### src/rtl/chan_pkg.sv
package chan_pkg;

   typedef enum logic [2:0] {
      MD_IDLE     = 3'd0,
      MD_ALARM    = 3'd1,
      MD_IN_BYTE  = 3'd2,
      MD_OUT_BYTE = 3'd3,
      MD_IN_WORD  = 3'd4,
      MD_OUT_WORD = 3'd5
   } xfer_mode_e;

   typedef enum logic [1:0] {
      OP_CTL      = 2'd0,
      OP_CTL_EXIT = 2'd1,
      OP_READ     = 2'd2,
      OP_WRITE    = 2'd3
   } dev_op_e;

   typedef enum logic [3:0] {
      ST_IDLE,
      ST_MEM_RD,
      ST_MEM_CHK,
      ST_DEV_WR,
      ST_DEV_RD,
      ST_MEM_WR,
      ST_NEXT,
      ST_DONE,
      ST_CMD,
      ST_CMD_END
   } eng_state_e;

   // parity bit that makes the nine-bit group odd
   function automatic logic odd_bit(input logic [7:0] d);
      return ~^d;
   endfunction

   function automatic logic par_good(input logic [7:0] d, input logic p);
      return ^{d, p};
   endfunction

   function automatic logic is_input(input xfer_mode_e m);
      return (m == MD_IN_BYTE) || (m == MD_IN_WORD);
   endfunction

   function automatic logic is_word(input xfer_mode_e m);
      return (m == MD_IN_WORD) || (m == MD_OUT_WORD);
   endfunction

   function automatic logic is_xfer(input xfer_mode_e m);
      return (m == MD_IN_BYTE) || (m == MD_OUT_BYTE) ||
             (m == MD_IN_WORD) || (m == MD_OUT_WORD);
   endfunction

endpackage

### src/rtl/chan_arbiter.sv
module chan_arbiter #(
   parameter int N     = 8,
   localparam int IDX_W = (N > 1) ? $clog2(N) : 1
) (
   input  logic             clk,
   input  logic             rst_n,
   input  logic [N-1:0]     req,
   output logic             gnt_vld,
   output logic [IDX_W-1:0] gnt_idx
);

   if (N < 2) begin : g_bad_n
      $error("chan_arbiter: N must be at least 2");
   end

   // scan from the top so the lowest requesting index is left standing
   always_comb begin
      gnt_vld = 1'b0;
      gnt_idx = '0;
      for (int i = N - 1; i >= 0; i--) begin
         if (req[i]) begin
            gnt_vld = 1'b1;
            gnt_idx = IDX_W'(i);
         end
      end
   end

   logic [N-1:0] below_mask;
   assign below_mask = (N'(1) << gnt_idx) - N'(1);

   AST_LOWEST_FIRST: assert property (@(posedge clk) disable iff (!rst_n)
      gnt_vld |-> (req[gnt_idx] && ((req & below_mask) == '0)));

endmodule

### src/rtl/chan_desc_file.sv
module chan_desc_file
   import chan_pkg::*;
#(
   parameter int NDEV   = 8,
   parameter int ADDR_W = 16,
   parameter int CNT_W  = 16,
   parameter int LVL_W  = 3,
   localparam int DEV_W = $clog2(NDEV)
) (
   input  logic              clk,
   input  logic              rst_n,
   input  logic              cfg_we,
   input  logic              cfg_term,
   input  logic [DEV_W-1:0]  cfg_dev,
   input  logic [31:0]       cfg_data,
   input  logic              upd_we,
   input  logic [DEV_W-1:0]  upd_dev,
   input  logic [ADDR_W-1:0] upd_addr,
   input  logic [CNT_W-1:0]  upd_cnt,
   input  logic              stop_we,
   input  logic [DEV_W-1:0]  stop_dev,
   input  logic              err_we,
   input  logic [DEV_W-1:0]  err_dev,
   input  logic [NDEV-1:0]   err_clr,
   input  logic [DEV_W-1:0]  rd_dev,
   output xfer_mode_e        rd_mode,
   output logic [ADDR_W-1:0] rd_addr,
   output logic [CNT_W-1:0]  rd_cnt,
   output logic [LVL_W-1:0]  rd_lvl,
   input  logic [DEV_W-1:0]  st_dev,
   output xfer_mode_e        st_mode,
   output logic [CNT_W-1:0]  st_cnt,
   output logic [NDEV-1:0]   live,
   output logic [NDEV-1:0]   err_bits
);

   localparam int MODE_LSB = 16;

   if (ADDR_W > 16 || CNT_W > 16) begin : g_bad_width
      $error("chan_desc_file: address and count fields hold at most 16 bits");
   end
   if (LVL_W < 1 || LVL_W > 13) begin : g_bad_lvl
      $error("chan_desc_file: LVL_W out of range");
   end
   if (NDEV != (1 << DEV_W)) begin : g_bad_ndev
      $error("chan_desc_file: NDEV must be a power of two");
   end

   xfer_mode_e        mode_q [NDEV];
   logic [ADDR_W-1:0] addr_q [NDEV];
   logic [CNT_W-1:0]  cnt_q  [NDEV];
   logic [LVL_W-1:0]  lvl_q  [NDEV];

   logic       unused_cfg;
   xfer_mode_e cfg_mode;
   assign unused_cfg = ^cfg_data;
   assign cfg_mode   = (cfg_data[MODE_LSB+2:MODE_LSB] > 3'd5) ? MD_IDLE
                       : xfer_mode_e'(cfg_data[MODE_LSB+2:MODE_LSB]);

   for (genvar i = 0; i < NDEV; i++) begin : g_dev
      logic cfg_hit, upd_hit, stop_hit, err_hit;
      assign cfg_hit  = cfg_we  && (cfg_dev  == DEV_W'(i));
      assign upd_hit  = upd_we  && (upd_dev  == DEV_W'(i));
      assign stop_hit = stop_we && (stop_dev == DEV_W'(i));
      assign err_hit  = err_we  && (err_dev  == DEV_W'(i));

      always_ff @(posedge clk or negedge rst_n) begin
         if (!rst_n) begin
            mode_q[i] <= MD_IDLE;
            addr_q[i] <= '0;
            cnt_q[i]  <= '0;
            lvl_q[i]  <= '0;
         end else if (cfg_hit) begin
            if (!cfg_term) begin
               mode_q[i] <= cfg_mode;
               addr_q[i] <= cfg_data[ADDR_W-1:0];
            end else begin
               cnt_q[i] <= cfg_data[CNT_W-1:0];
               lvl_q[i] <= cfg_data[MODE_LSB +: LVL_W];
            end
         end else begin
            if (upd_hit) begin
               addr_q[i] <= upd_addr;
               cnt_q[i]  <= upd_cnt;
            end
            if (stop_hit) begin
               mode_q[i] <= MD_IDLE;
            end
         end
      end

      always_ff @(posedge clk or negedge rst_n) begin
         if (!rst_n) begin
            err_bits[i] <= 1'b0;
         end else if (err_hit) begin
            err_bits[i] <= 1'b1;
         end else if (err_clr[i]) begin
            err_bits[i] <= 1'b0;
         end
      end

      assign live[i] = (mode_q[i] == MD_ALARM) ||
                       (is_xfer(mode_q[i]) && (cnt_q[i] != '0));

      AST_ABORT_STICKY: assert property (@(posedge clk) disable iff (!rst_n)
         (err_hit && stop_hit && !cfg_hit) |=> (mode_q[i] == MD_IDLE && err_bits[i]));
   end

   assign rd_mode = mode_q[rd_dev];
   assign rd_addr = addr_q[rd_dev];
   assign rd_cnt  = cnt_q[rd_dev];
   assign rd_lvl  = lvl_q[rd_dev];
   assign st_mode = mode_q[st_dev];
   assign st_cnt  = cnt_q[st_dev];

endmodule

### src/rtl/chan_engine.sv
module chan_engine
   import chan_pkg::*;
#(
   parameter int NDEV       = 8,
   parameter int ADDR_W     = 16,
   parameter int CNT_W      = 16,
   parameter int LVL_W      = 3,
   parameter int WORD_BYTES = 4,
   localparam int DEV_W     = $clog2(NDEV),
   localparam int BEAT_W    = $clog2(WORD_BYTES + 1)
) (
   input  logic              clk,
   input  logic              rst_n,
   input  logic              gnt_vld,
   input  logic [DEV_W-1:0]  gnt_idx,
   input  xfer_mode_e        rd_mode,
   input  logic [ADDR_W-1:0] rd_addr,
   input  logic [CNT_W-1:0]  rd_cnt,
   input  logic [LVL_W-1:0]  rd_lvl,
   input  logic              cmd_valid,
   input  logic [1:0]        cmd_op,
   input  logic [DEV_W-1:0]  cmd_dev,
   input  logic [7:0]        cmd_data,
   output logic              cmd_ready,
   output logic              cmd_done,
   output logic [7:0]        cmd_rdata,
   output logic [DEV_W-1:0]  dev_sel,
   output logic              dev_wr,
   output logic              dev_rd,
   output logic              dev_ctl,
   output logic [7:0]        dev_wdata,
   output logic              dev_wpar,
   input  logic [7:0]        dev_rdata,
   input  logic              dev_rpar,
   output logic [ADDR_W-1:0] mem_addr,
   output logic              mem_rd,
   output logic              mem_wr,
   output logic [7:0]        mem_wdata,
   output logic              mem_wpar,
   input  logic [7:0]        mem_rdata,
   input  logic              mem_rpar,
   output logic              upd_we,
   output logic [ADDR_W-1:0] upd_addr,
   output logic [CNT_W-1:0]  upd_cnt,
   output logic              stop_we,
   output logic              err_we,
   output logic              irq_done,
   output logic [DEV_W-1:0]  irq_dev,
   output logic [LVL_W-1:0]  irq_lvl
);

   if (WORD_BYTES < 2) begin : g_bad_word
      $error("chan_engine: WORD_BYTES must be at least 2");
   end

   eng_state_e        state;
   logic [DEV_W-1:0]  cur_dev;
   xfer_mode_e        cur_mode;
   logic [ADDR_W-1:0] cur_addr;
   logic [CNT_W-1:0]  cur_cnt;
   logic [LVL_W-1:0]  cur_lvl;
   logic [BEAT_W-1:0] beats;
   logic [7:0]        data_q;
   logic [7:0]        rdata_q;
   dev_op_e           op_q;

   logic mem_bad, dev_bad, abort, last_byte, svc_end;
   assign mem_bad   = !par_good(mem_rdata, mem_rpar);
   assign dev_bad   = !par_good(dev_rdata, dev_rpar);
   assign abort     = ((state == ST_MEM_CHK) && mem_bad) ||
                      ((state == ST_DEV_RD) && dev_bad);
   assign last_byte = (cur_cnt == CNT_W'(1));
   assign svc_end   = (beats == BEAT_W'(1));

   always_ff @(posedge clk or negedge rst_n) begin
      if (!rst_n) begin
         state    <= ST_IDLE;
         cur_dev  <= '0;
         cur_mode <= MD_IDLE;
         cur_addr <= '0;
         cur_cnt  <= '0;
         cur_lvl  <= '0;
         beats    <= '0;
         data_q   <= '0;
         rdata_q  <= '0;
         op_q     <= OP_CTL;
      end else begin
         unique case (state)
            ST_IDLE: begin
               if (cmd_valid) begin
                  cur_dev <= cmd_dev;
                  op_q    <= dev_op_e'(cmd_op);
                  data_q  <= cmd_data;
                  state   <= ST_CMD;
               end else if (gnt_vld) begin
                  cur_dev  <= gnt_idx;
                  cur_mode <= rd_mode;
                  cur_addr <= rd_addr;
                  cur_cnt  <= rd_cnt;
                  cur_lvl  <= rd_lvl;
                  beats    <= is_word(rd_mode) ? BEAT_W'(WORD_BYTES) : BEAT_W'(1);
                  if (rd_mode == MD_ALARM) begin
                     state <= ST_DONE;
                  end else if (is_input(rd_mode)) begin
                     state <= ST_DEV_RD;
                  end else begin
                     state <= ST_MEM_RD;
                  end
               end
            end
            ST_MEM_RD: state <= ST_MEM_CHK;
            ST_MEM_CHK: begin
               if (mem_bad) begin
                  state <= ST_IDLE;
               end else begin
                  data_q <= mem_rdata;
                  state  <= ST_DEV_WR;
               end
            end
            ST_DEV_WR: state <= ST_NEXT;
            ST_DEV_RD: begin
               if (dev_bad) begin
                  state <= ST_IDLE;
               end else begin
                  data_q <= dev_rdata;
                  state  <= ST_MEM_WR;
               end
            end
            ST_MEM_WR: state <= ST_NEXT;
            ST_NEXT: begin
               cur_addr <= upd_addr;
               cur_cnt  <= upd_cnt;
               beats    <= beats - BEAT_W'(1);
               if (last_byte) begin
                  state <= ST_DONE;
               end else if (svc_end) begin
                  state <= ST_IDLE;
               end else if (is_input(cur_mode)) begin
                  state <= ST_DEV_RD;
               end else begin
                  state <= ST_MEM_RD;
               end
            end
            ST_DONE: state <= ST_IDLE;
            ST_CMD: begin
               if (op_q == OP_READ) begin
                  rdata_q <= dev_rdata;
               end
               state <= ST_CMD_END;
            end
            ST_CMD_END: state <= ST_IDLE;
            default: state <= ST_IDLE;
         endcase
      end
   end

   logic in_cmd;
   assign in_cmd = (state == ST_CMD);

   assign cmd_ready = (state == ST_IDLE);
   assign cmd_done  = (state == ST_CMD_END);
   assign cmd_rdata = rdata_q;

   assign dev_sel   = cur_dev;
   assign dev_wr    = (state == ST_DEV_WR) || (in_cmd && op_q == OP_WRITE);
   assign dev_rd    = (state == ST_DEV_RD) || (in_cmd && op_q == OP_READ);
   assign dev_ctl   = in_cmd && (op_q == OP_CTL || op_q == OP_CTL_EXIT);
   assign dev_wdata = data_q;
   assign dev_wpar  = odd_bit(data_q);

   assign mem_addr  = cur_addr;
   assign mem_rd    = (state == ST_MEM_RD);
   assign mem_wr    = (state == ST_MEM_WR);
   assign mem_wdata = data_q;
   assign mem_wpar  = odd_bit(data_q);

   assign upd_we    = (state == ST_NEXT);
   assign upd_addr  = cur_addr + ADDR_W'(1);
   assign upd_cnt   = cur_cnt - CNT_W'(1);
   assign stop_we   = abort || ((state == ST_NEXT) && last_byte) ||
                      (in_cmd && op_q == OP_CTL_EXIT);
   assign err_we    = abort || (in_cmd && op_q == OP_READ && dev_bad);

   assign irq_done  = (state == ST_DONE);
   assign irq_dev   = cur_dev;
   assign irq_lvl   = cur_lvl;

   AST_ONE_STROBE: assert property (@(posedge clk) disable iff (!rst_n)
      $onehot0({mem_rd, mem_wr, dev_rd, dev_wr, dev_ctl}));

   AST_NO_UNDERFLOW: assert property (@(posedge clk) disable iff (!rst_n)
      (state == ST_NEXT) |-> (cur_cnt != '0));

   AST_DONE_AT_ZERO: assert property (@(posedge clk) disable iff (!rst_n)
      (irq_done && cur_mode != MD_ALARM) |-> (cur_cnt == '0));

   AST_QUIET_AFTER_ABORT: assert property (@(posedge clk) disable iff (!rst_n)
      abort |=> !(mem_rd || mem_wr || dev_rd || dev_wr));

endmodule

### src/rtl/pio_chan_ctrl.sv
module pio_chan_ctrl
   import chan_pkg::*;
#(
   parameter int NDEV       = 8,
   parameter int ADDR_W     = 16,
   parameter int CNT_W      = 16,
   parameter int LVL_W      = 3,
   parameter int WORD_BYTES = 4,
   localparam int DEV_W     = $clog2(NDEV)
) (
   input  logic              clk,
   input  logic              rst_n,
   input  logic              cfg_we,
   input  logic              cfg_term,
   input  logic [DEV_W-1:0]  cfg_dev,
   input  logic [31:0]       cfg_data,
   input  logic              cmd_valid,
   input  logic [1:0]        cmd_op,
   input  logic [DEV_W-1:0]  cmd_dev,
   input  logic [7:0]        cmd_data,
   output logic              cmd_ready,
   output logic              cmd_done,
   output logic [7:0]        cmd_rdata,
   input  logic [NDEV-1:0]   dev_req,
   output logic [DEV_W-1:0]  dev_sel,
   output logic              dev_wr,
   output logic              dev_rd,
   output logic              dev_ctl,
   output logic [7:0]        dev_wdata,
   output logic              dev_wpar,
   input  logic [7:0]        dev_rdata,
   input  logic              dev_rpar,
   output logic [ADDR_W-1:0] mem_addr,
   output logic              mem_rd,
   output logic              mem_wr,
   output logic [7:0]        mem_wdata,
   output logic              mem_wpar,
   input  logic [7:0]        mem_rdata,
   input  logic              mem_rpar,
   output logic              irq_done,
   output logic [DEV_W-1:0]  irq_dev,
   output logic [LVL_W-1:0]  irq_lvl,
   output logic              irq_err,
   output logic [NDEV-1:0]   err_status,
   input  logic [NDEV-1:0]   err_clr,
   input  logic [DEV_W-1:0]  stat_dev,
   output logic [2:0]        stat_mode,
   output logic [CNT_W-1:0]  stat_cnt
);

   logic              gnt_vld;
   logic [DEV_W-1:0]  gnt_idx;
   xfer_mode_e        rd_mode, st_mode;
   logic [ADDR_W-1:0] rd_addr, upd_addr;
   logic [CNT_W-1:0]  rd_cnt, upd_cnt;
   logic [LVL_W-1:0]  rd_lvl;
   logic              upd_we, stop_we, err_we;
   logic [NDEV-1:0]   live;

   chan_desc_file #(
      .NDEV(NDEV), .ADDR_W(ADDR_W), .CNT_W(CNT_W), .LVL_W(LVL_W)
   ) u_desc (
      .clk(clk), .rst_n(rst_n),
      .cfg_we(cfg_we), .cfg_term(cfg_term), .cfg_dev(cfg_dev), .cfg_data(cfg_data),
      .upd_we(upd_we), .upd_dev(dev_sel), .upd_addr(upd_addr), .upd_cnt(upd_cnt),
      .stop_we(stop_we), .stop_dev(dev_sel),
      .err_we(err_we), .err_dev(dev_sel), .err_clr(err_clr),
      .rd_dev(gnt_idx), .rd_mode(rd_mode), .rd_addr(rd_addr), .rd_cnt(rd_cnt),
      .rd_lvl(rd_lvl),
      .st_dev(stat_dev), .st_mode(st_mode), .st_cnt(stat_cnt),
      .live(live), .err_bits(err_status)
   );

   chan_arbiter #(.N(NDEV)) u_arb (
      .clk(clk), .rst_n(rst_n),
      .req(dev_req & live),
      .gnt_vld(gnt_vld), .gnt_idx(gnt_idx)
   );

   chan_engine #(
      .NDEV(NDEV), .ADDR_W(ADDR_W), .CNT_W(CNT_W), .LVL_W(LVL_W),
      .WORD_BYTES(WORD_BYTES)
   ) u_eng (
      .clk(clk), .rst_n(rst_n),
      .gnt_vld(gnt_vld), .gnt_idx(gnt_idx),
      .rd_mode(rd_mode), .rd_addr(rd_addr), .rd_cnt(rd_cnt), .rd_lvl(rd_lvl),
      .cmd_valid(cmd_valid), .cmd_op(cmd_op), .cmd_dev(cmd_dev), .cmd_data(cmd_data),
      .cmd_ready(cmd_ready), .cmd_done(cmd_done), .cmd_rdata(cmd_rdata),
      .dev_sel(dev_sel), .dev_wr(dev_wr), .dev_rd(dev_rd), .dev_ctl(dev_ctl),
      .dev_wdata(dev_wdata), .dev_wpar(dev_wpar),
      .dev_rdata(dev_rdata), .dev_rpar(dev_rpar),
      .mem_addr(mem_addr), .mem_rd(mem_rd), .mem_wr(mem_wr),
      .mem_wdata(mem_wdata), .mem_wpar(mem_wpar),
      .mem_rdata(mem_rdata), .mem_rpar(mem_rpar),
      .upd_we(upd_we), .upd_addr(upd_addr), .upd_cnt(upd_cnt),
      .stop_we(stop_we), .err_we(err_we),
      .irq_done(irq_done), .irq_dev(irq_dev), .irq_lvl(irq_lvl)
   );

   assign irq_err   = |err_status;
   assign stat_mode = st_mode;

   AST_DEV_ODD: assert property (@(posedge clk) disable iff (!rst_n)
      (dev_wr || dev_ctl) |-> ^{dev_wdata, dev_wpar});

   AST_MEM_ODD: assert property (@(posedge clk) disable iff (!rst_n)
      mem_wr |-> ^{mem_wdata, mem_wpar});

endmodule

### config.mk
export PLATFORM = sky130hd
export DESIGN_NAME = pio_chan_ctrl
export DESIGN_NICKNAME = d
export VERILOG_FILES = /design/src/rtl/chan_pkg.sv /design/src/rtl/chan_arbiter.sv /design/src/rtl/chan_desc_file.sv /design/src/rtl/chan_engine.sv /design/src/rtl/pio_chan_ctrl.sv
export SDC_FILE = /design/constraint.sdc
export NUM_CORES = 1
export LEC_CHECK = 0
export BUFFER_PORTS_ARGS = -buffer_cell sky130_fd_sc_hd__buf_2
export CAP_MARGIN = 20
export CORE_UTILIZATION = 50
export CTS_BUF_LIST = sky130_fd_sc_hd__clkbuf_4
export DETAILED_ROUTE_END_ITERATION = 12
export PLACE_DENSITY = 0.73
export SYNTH_ARGS = -nofsm -noshare
export SYNTH_HDL_FRONTEND = slang
export SYNTH_SLANG_ARGS = --single-unit
export TNS_END_PERCENT = 50
### constraint.sdc
create_clock -name clk -period 4.38 [get_ports clk]
set_clock_uncertainty 0.15 [all_clocks]
set_input_delay 0.876 -clock clk [delete_from_list [all_inputs] [get_ports clk]]
set_output_delay 0.876 -clock clk [all_outputs]
set_load 0.05 [all_outputs]
## After elaboration in Yosys (flattened, before gate mapping)

Index checks and enable logic that the tools add are counted.

| word-level totals | value |
|---|---|
| register bits | 378 |
| input bits | 90 |
| output and inout bits | 87 |
| logic and storage cells | 458 |

| operators by class | value |
|---|---|
| $add $sub $neg | 3 |
| order comparisons | 3 |
| eq/ne operators | 96 |
| multiplexer cells | 128 |
| bitwise gates (word level) | 4 |
| reductions and logical operators | 174 |

Operators by type and width:

| operator | count |
|---|---|
| $mux W16 | 44 |
| $bmux W16 S3 | 3 |
| $reduce_bool A16 Y1 | 8 |
| $mux W3 | 40 |
| $eq A3 B3 Y1 const B | 27 |
| $reduce_and A2 Y1 | 35 |
| $eq A3 B2 Y1 const B | 22 |
| $pmux W16 S2 | 2 |
| $reduce_bool A2 Y1 | 26 |
| $logic_and A1 B1 Y1 | 48 |
| $logic_or A1 B1 Y1 | 42 |
| $eq A3 B1 Y1 const B | 12 |
| $ne A2 B2 Y1 const B | 18 |
| $pmux W4 S7 | 1 |
| $bmux W3 S3 | 3 |
| $mux W1 | 24 |
| $mux W8 | 3 |
| $pmux W8 S3 | 1 |
| $mux W4 | 5 |
| $reduce_xor A9 Y1 | 2 |
| $add A16 B1 Y16 const B | 1 |
| $eq A16 B1 Y1 const B | 1 |
| $eq A4 B3 Y1 const B | 4 |
| $sub A16 B1 Y16 const B | 1 |
| other kinds (25) | 35 |

## Depth between registers and ports, before layout

Gate-level depths: netlist (run 1).

| logic depth | value |
|---|---|
| word-level depth | 26 |
| mapped depth | 13 |
| gate-level depth less buffers | 10 |

## Modules after synthesis

From an unflattened synthesis (run 1), not the netlist that was laid out.

| unflattened totals | value |
|---|---|
| cell total of the unflattened synthesis | 1912 |
| area total of the unflattened synthesis | 22416.5 sq um |

Modules (own cells, without submodules):

| module | times used | cells each | area an instance (sq um) | seq. area each (sq um) |
|---|---|---|---|---|
| chan_desc_file | 1 | 1414 | 17941.0 | 7807.5 |
| chan_engine | 1 | 474 | 4329.2 | 1651.6 |
| chan_arbiter | 1 | 13 | 80.1 | 0.0 |
| pio_chan_ctrl | 1 | 11 | 66.3 | 0.0 |

## Worst setup path before layout (run 1)

OpenSTA, ideal clock, no wires.

| path | value |
|---|---|
| path type | input -> output |
| start point | input port stat_dev[0] |
| end point | output port stat_mode[1] |
| arrival time | 2.840 ns |
| required time | 3.354 ns |
| path slack | 0.514 ns |
| stages on the path | 5 |
| path buffers | 3 |
| cell sequence | buf_1 clkbuf_1 buf_1 mux4_2 mux2_2 |

| on the way | value |
|---|---|
| longest elaborated chain between the ends | 4 |

RTL lines:

| element | RTL line | text |
|---|---|---|
| start: declaration | pio_chan_ctrl.sv:46 | `input logic [DEV_W-1:0] stat_dev,` |
| $not A3 Y4 (not written as such) | chan_desc_file.sv:113 | `assign st_mode = mode_q[st_dev];` |
| $bmux W3 S3 | chan_desc_file.sv:113 |  |
| $mux W3 (not written as such) (2 in series) | chan_desc_file.sv:113 |  |
| end: declaration | pio_chan_ctrl.sv:47 | `output logic [2:0] stat_mode,` |

No other way between the ends. The select of a mux whose other input is x is not followed.

## Final worst setup path (run 1)

| path | value |
|---|---|
| start point | register u_desc.cnt_q[5] (netlist bit) |
| end point | register u_eng.cur_cnt[7] |

| on the way | value |
|---|---|
| longest elaborated chain between the ends | 19 |
| elaborated cells on any way between the ends | 29 |
| those cells by class | eq/ne: 1; mux: 22; bitwise: 2; reduce/logical: 4 |

RTL lines:

| element | RTL line | text |
|---|---|---|
| start: declaration | chan_desc_file.sv:51 | `logic [CNT_W-1:0] cnt_q [NDEV];` |
| start signal: indexed assignment | chan_desc_file.sv:78 | `cnt_q[i] <= cfg_data[CNT_W-1:0];` |
| start signal: indexed assignment | chan_desc_file.sv:84 | `cnt_q[i] <= upd_cnt;` |
| $reduce_bool A16 Y1 * | chan_desc_file.sv:103 | `(is_xfer(mode_q[i]) && (cnt_q[i] != '0));` |
| $logic_and A1 B1 Y1 * | chan_desc_file.sv:103 |  |
| $logic_or A1 B1 Y1 * | chan_desc_file.sv:102 | `assign live[i] = (mode_q[i] == MD_ALARM) \|\|` |
| $and A8 B8 Y8 * | pio_chan_ctrl.sv:76 | `.req(dev_req & live),` |
| $mux W3 (8 in series) | chan_arbiter.sv:21 | `if (req[i]) begin` |
| $not A3 Y4 (not written as such) | chan_desc_file.sv:111 | `assign rd_cnt = cnt_q[rd_dev];` |
| $bmux W16 S3 | chan_desc_file.sv:111 |  |
| $mux W16 (not written as such) (2 in series) | chan_desc_file.sv:111 |  |
| $mux W16 | chan_engine.sv:95 | `end else if (gnt_vld) begin` |
| $mux W16 | chan_engine.sv:90 | `if (cmd_valid) begin` |
| $pmux W16 S2 | chan_engine.sv:88 | `unique case (state)` |
| end signal: assignment | chan_engine.sv:99 | `cur_cnt <= rd_cnt;` |
| end signal: assignment | chan_engine.sv:132 | `cur_cnt <= upd_cnt;` |
| end: declaration | chan_engine.sv:60 | `logic [CNT_W-1:0] cur_cnt;` |

Every way passes the cells marked *; elsewhere a longest branch is shown, timed or not. The select of a mux whose other input is x is not followed.
A chain may end at the register's enable or synchronous reset.

==> flow_summary.yaml, run 1 <==
status:
  status: "complete, no violations"
clocking:
  numCtsBuffers: 100
  cts_setup_buffers: 0
  clk_pin_slew_ps: 60
  clockRootBuffer: "clkbuf_4"
  clk_latency_ps: 840
  ctsHtreeMaxLevel: 3
  cts_tree: "built"
  cts_buffer_depth: 3
  holdBufCountCts: 1
  cts_resized: 0
  clkSinkCount: 378
sta:
  period_needed_ps: 4200
  worstMarginPinSlew_ps: 1010
  hold_violations: 0
  rsz0062_at_grt: "no"
  period_share_pct: 96.0
  maxSlewHeadroom_pct: 32.4
  setup_tns_ps: 0
  setup_viol: 0
  fin_hold_ws_ps: 69.9
  slew_viol_final: 0
  fmax_mhz: 238
detailed_routing:
  detail_route.iter0.violations: 2410
  drt.antenna.violating_nets: 0
  wl_um: 72700
  drt-wirelength-per-cell_um: 22.1
  vias: 20500
  drc_errors: 0
  vias_per_cell: 6.25
  drtPass1Iterations: 9
hold_path:
  min_to: "u_desc.err_bits[0]"
  hold_depth: 2
  hold_start: "err_clr[0]"
  hp-class: "in2reg"
synthesis:
  synth-compound-area-share_pct: 18.0
  muxShareOfSynthArea_pct: 17.7
  syn_inst: 2501
  synth_top_family_by_area: "compound AO/OA/AOI/OAI gates"
  synth_xor_area_share_pct: 2.16
  synth.top_cell.area_share_pct: 42.4
  yosys_warnings: 0
  ys_top_cells_by_area: "dfrtp_1 (42%), mux2i_1 (11%), nand2_1 (5.9%), o21ai_0 (5.7%), a21oi_1 (5.4%)"
  synth_ff_type: "dfrtp_1"
  synth_largest_area_cell: "dfrtp_1"
  synth_async_sr_flop_share_pct: 100
  synth.most_common_cell: "dfrtp_1"
  yosys-top-cells-count: "dfrtp_1 (378), nand2_1 (352), nor2_1 (292)"
  yosys.area_share.simple_pct: 15.1
  ys_types: 71
  syn_area_sq_mm: 0.0223
  avgSynthCellArea_sq_um: 8.91
  syn-num-nets: 2596
  synthAdderAreaFrac_pct: 0.281
  synth_edf_count: 0
  synth-seq-area-share_pct: 42.4
  synth_seq_cells: 378
critical_path:
  worstReg2RegEnd: "u_eng.cur_cnt[7]"
  crit_path_end_kind: "flop"
  crit_arrival_ps: 4740
  ff2ff_setup_slack_ps: 180
  setup.worst_path.class: "reg2reg"
  rr_startpoint: "u_desc.cnt_q[5]"
  crit_start: "u_desc.cnt_q[5]"
  crit_required_ps: 4910
  ff2ff_path_depth: 12
  crit_path_max_fanout: 20
  startpoint_type: "flop"
global_routing:
  use_met1_pct: 42.5
  met3_usage_pct: 7.06
  grt_antenna_before_repair: 8
  track_usage_pct: 32.6
  busiest_layer: "met2"
  grt_pass1_vias: 20100
  grt-ovfl-total: 0
  grt_max_degree: 118
  use_met2_pct: 51.3
  grt_pass1_wl_um: 113000
finish:
  instances_no_fill: 3284
  nets: 2717
  syn_to_final_growth_pct: 11.7
  drive_gt1_share_pct: 19.2
power_and_ir_drop:
  ir_drop_uv: 1410
  powerDensity_mw_per_mm2: 810
  p_leak_nw: 11.7
placement:
  hpwlAfterDp_um: 47500
  place_congestion: 0.983
  io_buffers: 163
  dp_cells: 3104
floorplanning:
  rows: 76
  coreArea_sq_mm: 0.0436
  die_h_um: 213
  start_util_pct: 51.2
  die-area_sq_mm: 0.0454
  ioPinCount: 177
  die_x_um: 213
job:
  max_cap_violations: 0
-- worst max-delay path by stage --
stage                         endpoint  slack (ps)
finish                u_eng.cur_cnt[7]         180
global route          u_eng.cur_cnt[7]         110
CTS                   u_eng.cur_cnt[7]         310
detailed placement    u_eng.cur_cnt[7]         350
global placement    u_eng.mem_addr[15]         500
floorplan                 stat_mode[1]         510
-- power by group --
group | switching, mW | internal, mW
clock network | 1.52 | 1.55
registers | 1.59 | 4.93
logic | 6.39 | 4.18
-- stage by stage --
step / power [mW] / worst slack (ps) / utilization (%) / cell area, sq um
final: 20.2 / 177 / 57.2 / 24900
after global routing: 21.5 / 108 / 57.2 / 24900
after CTS: 20.1 / 306 / 57.2 / 24900
after detailed placement: 17.0 / 354 / 54.3 / 23700
after global placement: 16.6 / 504 / 54.3 / 23700
after floorplan: 14.3 / 514 / - / 22300
-- cell families after synthesis --
kind of cell,count (synthesis)
flip-flops,378
AO/OA/AOI/OAI,691
buffers and inverters,240
multiplexers,339
XOR/XNOR,55
AND/OR/NAND/NOR,793
adder cells (fa/ha/maj),5
-- placed cells by master (no fill, tap or decap), types with 9 or more instances in the layout --
master,instances
a211oi_1,9
a21oi_1,242
a22oi_1,9
a31oi_1,20
buf_12,12
buf_2,162
buf_4,47
clkbuf_4,150
clkinv_1,18
dfrtp_1,378
inv_1,36
mux2_2,53
mux2i_1,248
mux4_2,38
nand2_1,348
nand2b_1,13
nand3_1,26
nand4_1,12
nor2_1,291
nor3_1,18
nor4_1,37
o211ai_1,24
o21a_1,30
o21ai_0,252
o21ai_2,11
o221ai_1,28
o22ai_1,19
o2bb2ai_1,12
xnor2_1,35
xor2_1,20
-- layer usage --
layer  vias up  part of all wire, %
li1       9176                    -
met1      9865                   39
met2      1238                   46
met3       249                   10
met4         0                  4.4
met5         -                    0
-- flip-flops by register name, summed over array words and instances, names as in the netlist, 4 cells and up --
name	flops
u_desc.addr_q	128
u_eng.mem_addr	16
u_desc.err_bits	8
u_eng.cur_cnt	16
u_eng.cmd_rdata	8
u_desc.mode_q	24
u_eng.dev_wdata	8
u_desc.lvl_q	24
u_desc.cnt_q	128
u_eng.state	4
-- layout make-up --
class / count / area [sq um]
Fill cell: 3905 / 18600
Multi-Input combinational cell: 1883 / 11900
Sequential cell: 378 / 9460
Timing Repair Buffer: 223 / 1430
Clock buffer: 150 / 1130
Tap cell: 585 / 732
Inverter: 36 / 135
Clock inverter: 24 / 96.3
Antenna cell: 5 / 12.5
-- critical path, stage by stage, from the launching register on --
cell and delay [ps]:
dfrtp_1 420, nor4_1 850, nand3_1 320, o21ai_2 340, nand2b_1 160, a311oi_1 200, o21ai_4 260, buf_12 190
buf_4 360, mux2i_1 310, mux2i_1 120, mux2i_1 230, o221ai_1 140
Power figures use the tool's default switching activity.
==> run 2: changes to the inputs <==
--- a/config.mk
+++ b/config.mk
@@ -7,10 +7,12 @@
 export LEC_CHECK = 0
 export BUFFER_PORTS_ARGS = -buffer_cell sky130_fd_sc_hd__buf_2
 export CAP_MARGIN = 20
-export CORE_UTILIZATION = 50
+export CELL_PAD_IN_SITES_DETAIL_PLACEMENT = 0
+export CELL_PAD_IN_SITES_GLOBAL_PLACEMENT = 1
+export CORE_UTILIZATION = 44
 export CTS_BUF_LIST = sky130_fd_sc_hd__clkbuf_4
 export DETAILED_ROUTE_END_ITERATION = 12
-export PLACE_DENSITY = 0.73
+export PLACE_DENSITY = 0.85
 export SYNTH_ARGS = -nofsm -noshare
 export SYNTH_HDL_FRONTEND = slang
 export SYNTH_SLANG_ARGS = --single-unit
==> constraint.sdc (replaced) <==
create_clock -name clk -period 3.7 [get_ports clk]
set_clock_uncertainty 0.15 [all_clocks]
set_input_delay 0.74 -clock clk [delete_from_list [all_inputs] [get_ports clk]]
set_output_delay 0.74 -clock clk [all_outputs]
set_load 0.05 [all_outputs]
==> run 2 against run 1 <==
Compared with the run above: the flow now finishes with violations (design-rule violations); sequential share of layout area down 1.2 points; combinational power rose by 23%; core utilization fell by 5.8 points; power rose by 22%; clock power up 28%; sequential power is 19% higher; global-route usage decreased by 2.5 points.
==> flow_summary.yaml, run 2 (synthesized netlist as in run 1, its figures left out) <==
status:
  status: "complete, but fails checks"
  violations: "design-rule violations"
hold_path:
  hold_start: "cmd_dev[1]"
  hp-class: "in2reg"
clocking:
  clockRootBuffer: "clkbuf_4"
  clkSinkCount: 378
  clk_latency_ps: 860
  cts_setup_buffers: 0
  clk_pin_slew_ps: 60
  cts_buffer_depth: 3
  cts_tree: "built"
  ctsHtreeMaxLevel: 3
  numCtsBuffers: 106
job:
  max_cap_violations: 0
critical_path:
  crit_required_ps: 4220
  endpoint: "u_eng.cur_cnt[4]"
  ff2ff_path_depth: 13
  ff2ff_setup_slack_ps: 30
  setup.worst_path.class: "reg2reg"
  startpoint_type: "flop"
  crit_start: "u_desc.cnt_q[69]"
  crit_arrival_ps: 4190
  rr_startpoint: "u_desc.cnt_q[69]"
  worstReg2RegEnd: "u_eng.cur_cnt[4]"
  crit_chain: "nor4_1 > buf_4 > nand3_1 > o21ai_1 > a311oi_1 > buf_4 > o21ai_4 > buf_4 > buf_12 > mux2i_1 > mux2i_1 > mux2i_1 > o221ai_1"
  crit_path_end_kind: "flop"
  cp_slowest_stage_delay_ps: 460
  crit_path_max_fanout: 18
  cp_slowest_cell: "nor4_1"
floorplanning:
  die-area_sq_mm: 0.0516
  start_util_pct: 44.5
  die_h_um: 227
  coreArea_sq_mm: 0.0501
  rows: 82
  ioPinCount: 177
  die_x_um: 227
placement:
  place_congestion: 0.961
  hpwlAfterDp_um: 50100
  io_buffers: 163
power_and_ir_drop:
  comb_power_share_pct: 52.6
  finalPower_mw: 24.6
  ir_drop_uv: 628
  powerDensity_mw_per_mm2: 957
  p_sw_share_pct: 46.2
  p_int_mw: 13.3
  clock_power_share_pct: 16.0
  p_leak_nw: 12.0
  pwr-share-seq_pct: 31.4
  p_switching_mw: 11.4
sta:
  hold_violations: 0
  fmax_mhz: 272
  maxSlewHeadroom_pct: 36.8
  worstMarginPinSlew_ps: 949
  period_share_pct: 99.3
  setup_viol: 0
  period_needed_ps: 3670
  slew_viol_final: 0
global_routing:
  grt_pass1_vias: 20000
  track_usage_pct: 30.1
  grt-ovfl-total: 0
  grt_pass1_wl_um: 118000
  grt_antenna_before_repair: 8
  grt_max_degree: 101
finish:
  final_cell_mix: "dfrtp_1 (378), nand2_1 (348), nor2_1 (291)"
  reg_top3: "u_desc.addr_q x128, u_desc.cnt_q x128"
  syn_to_final_growth_pct: 15.5
  drive_gt1_share_pct: 20.1
  nets: 2784
  layout_commonest_cell: "dfrtp_1"
  finish.utilization_pct: 51.4
detailed_routing:
  drt.antenna.violating_nets: 0
  vias_per_cell: 6.00
  vias: 20600
  drtPass1Iterations: 12
  drt-wirelength-per-cell_um: 22.4
  wl_um: 76800
  drc_errors: 1
  detail_route.iter0.violations: 2277
-- run 2: cell types whose count changed in the layout (fill, tap and decap cells not counted), moves of 2 or more --
cell           before  now
bufinv_16           0    4
buf_12             12   19
buf_4              47   74
dlygate4sd3_1       1   28
clkinv_2            2    0
inv_2               3    1
clkinv_1           18   11
clkbuf_4          150  154
-- run 2: what timing repair did --
item,CTS,global route
hold endpoints to repair,81,0
cloned,0,0
gates resized for setup,2,1
setup endpoints to repair,6,2
hold buffers,28,0
pin swaps,0,0
-- run 2: worst min path at each step --
stage | cells after the start | endpoint | slack [ps]
final | 3 | u_eng.dev_sel[1] | 40
after global routing | 3 | u_eng.dev_sel[1] | 20
after CTS | 3 | u_eng.dev_sel[1] | 0.3
after detailed placement | 1 | u_desc.addr_q[80] | 330
after global placement | 2 | u_eng.cur_mode[0] | 320
after floorplan | 0 | u_desc.addr_q[0] | 290
-- run 2: cell type report --
type | instances | area (sq um)
fill | 4691 | 24300
clock buffer | 154 | 1160
antenna | 5 | 12.5
tap | 672 | 841
timing repair buffer | 284 | 2040
clock inverter | 16 | 165
multi-input combinational | 1883 | 11900
inverter | 36 | 135
sequential | 378 | 9460
-- run 2: worst max-delay path: cells and delay by family (launching register included) --
kind                   cells  cell delay (ps)
AOI/OAI and AO/OA          4              840
muxes                      3              580
DFF                        1              430
buffers and inverters      4              850
and+or+nand+nor            2              610
-- run 2: power groups by stage --
stage	clock [mW]	sequential [mW]	combinational, mW
floorplan	0	7.70	9.19
global placement	0	7.61	12.5
detailed placement	0	7.72	12.8
CTS	4.02	7.66	12.9
global route	4.24	7.93	14.1
finish	3.94	7.75	13.0
-- run 2: stage by stage --
| stage | cells | instance area, sq um | hold WS, ps | worst slack, ps | setup TNS, ps |
|---|---|---|---|---|---|
| global route | 3428 | 25700 | 19.2 | -4.54 | -4.54 |
| finish | 3428 | 25700 | 41.0 | 26.1 | 0 |
| CTS | 3423 | 25700 | 0.322 | 75.3 | 0 |
| floorplan | 2501 | 22300 | 294 | 106 | 0 |
| global placement | 3225 | 24100 | 317 | 4.54 | 0 |
| detailed placement | 3225 | 24100 | 332 | -16.8 | -32.4 |
-- run 2: layer usage --
layer | up-vias | part of all wire (%) | wire length (um) | track usage, %
met5 | - | 0 | 0 | 0
met4 | 0 | 3.4 | 2590 | 12.2
met3 | 197 | 8.4 | 6470 | 5.87
met2 | 1038 | 47 | 36400 | 48.4
met1 | 10000 | 41 | 31400 | 39.8
li1 | 9291 | - | - | -
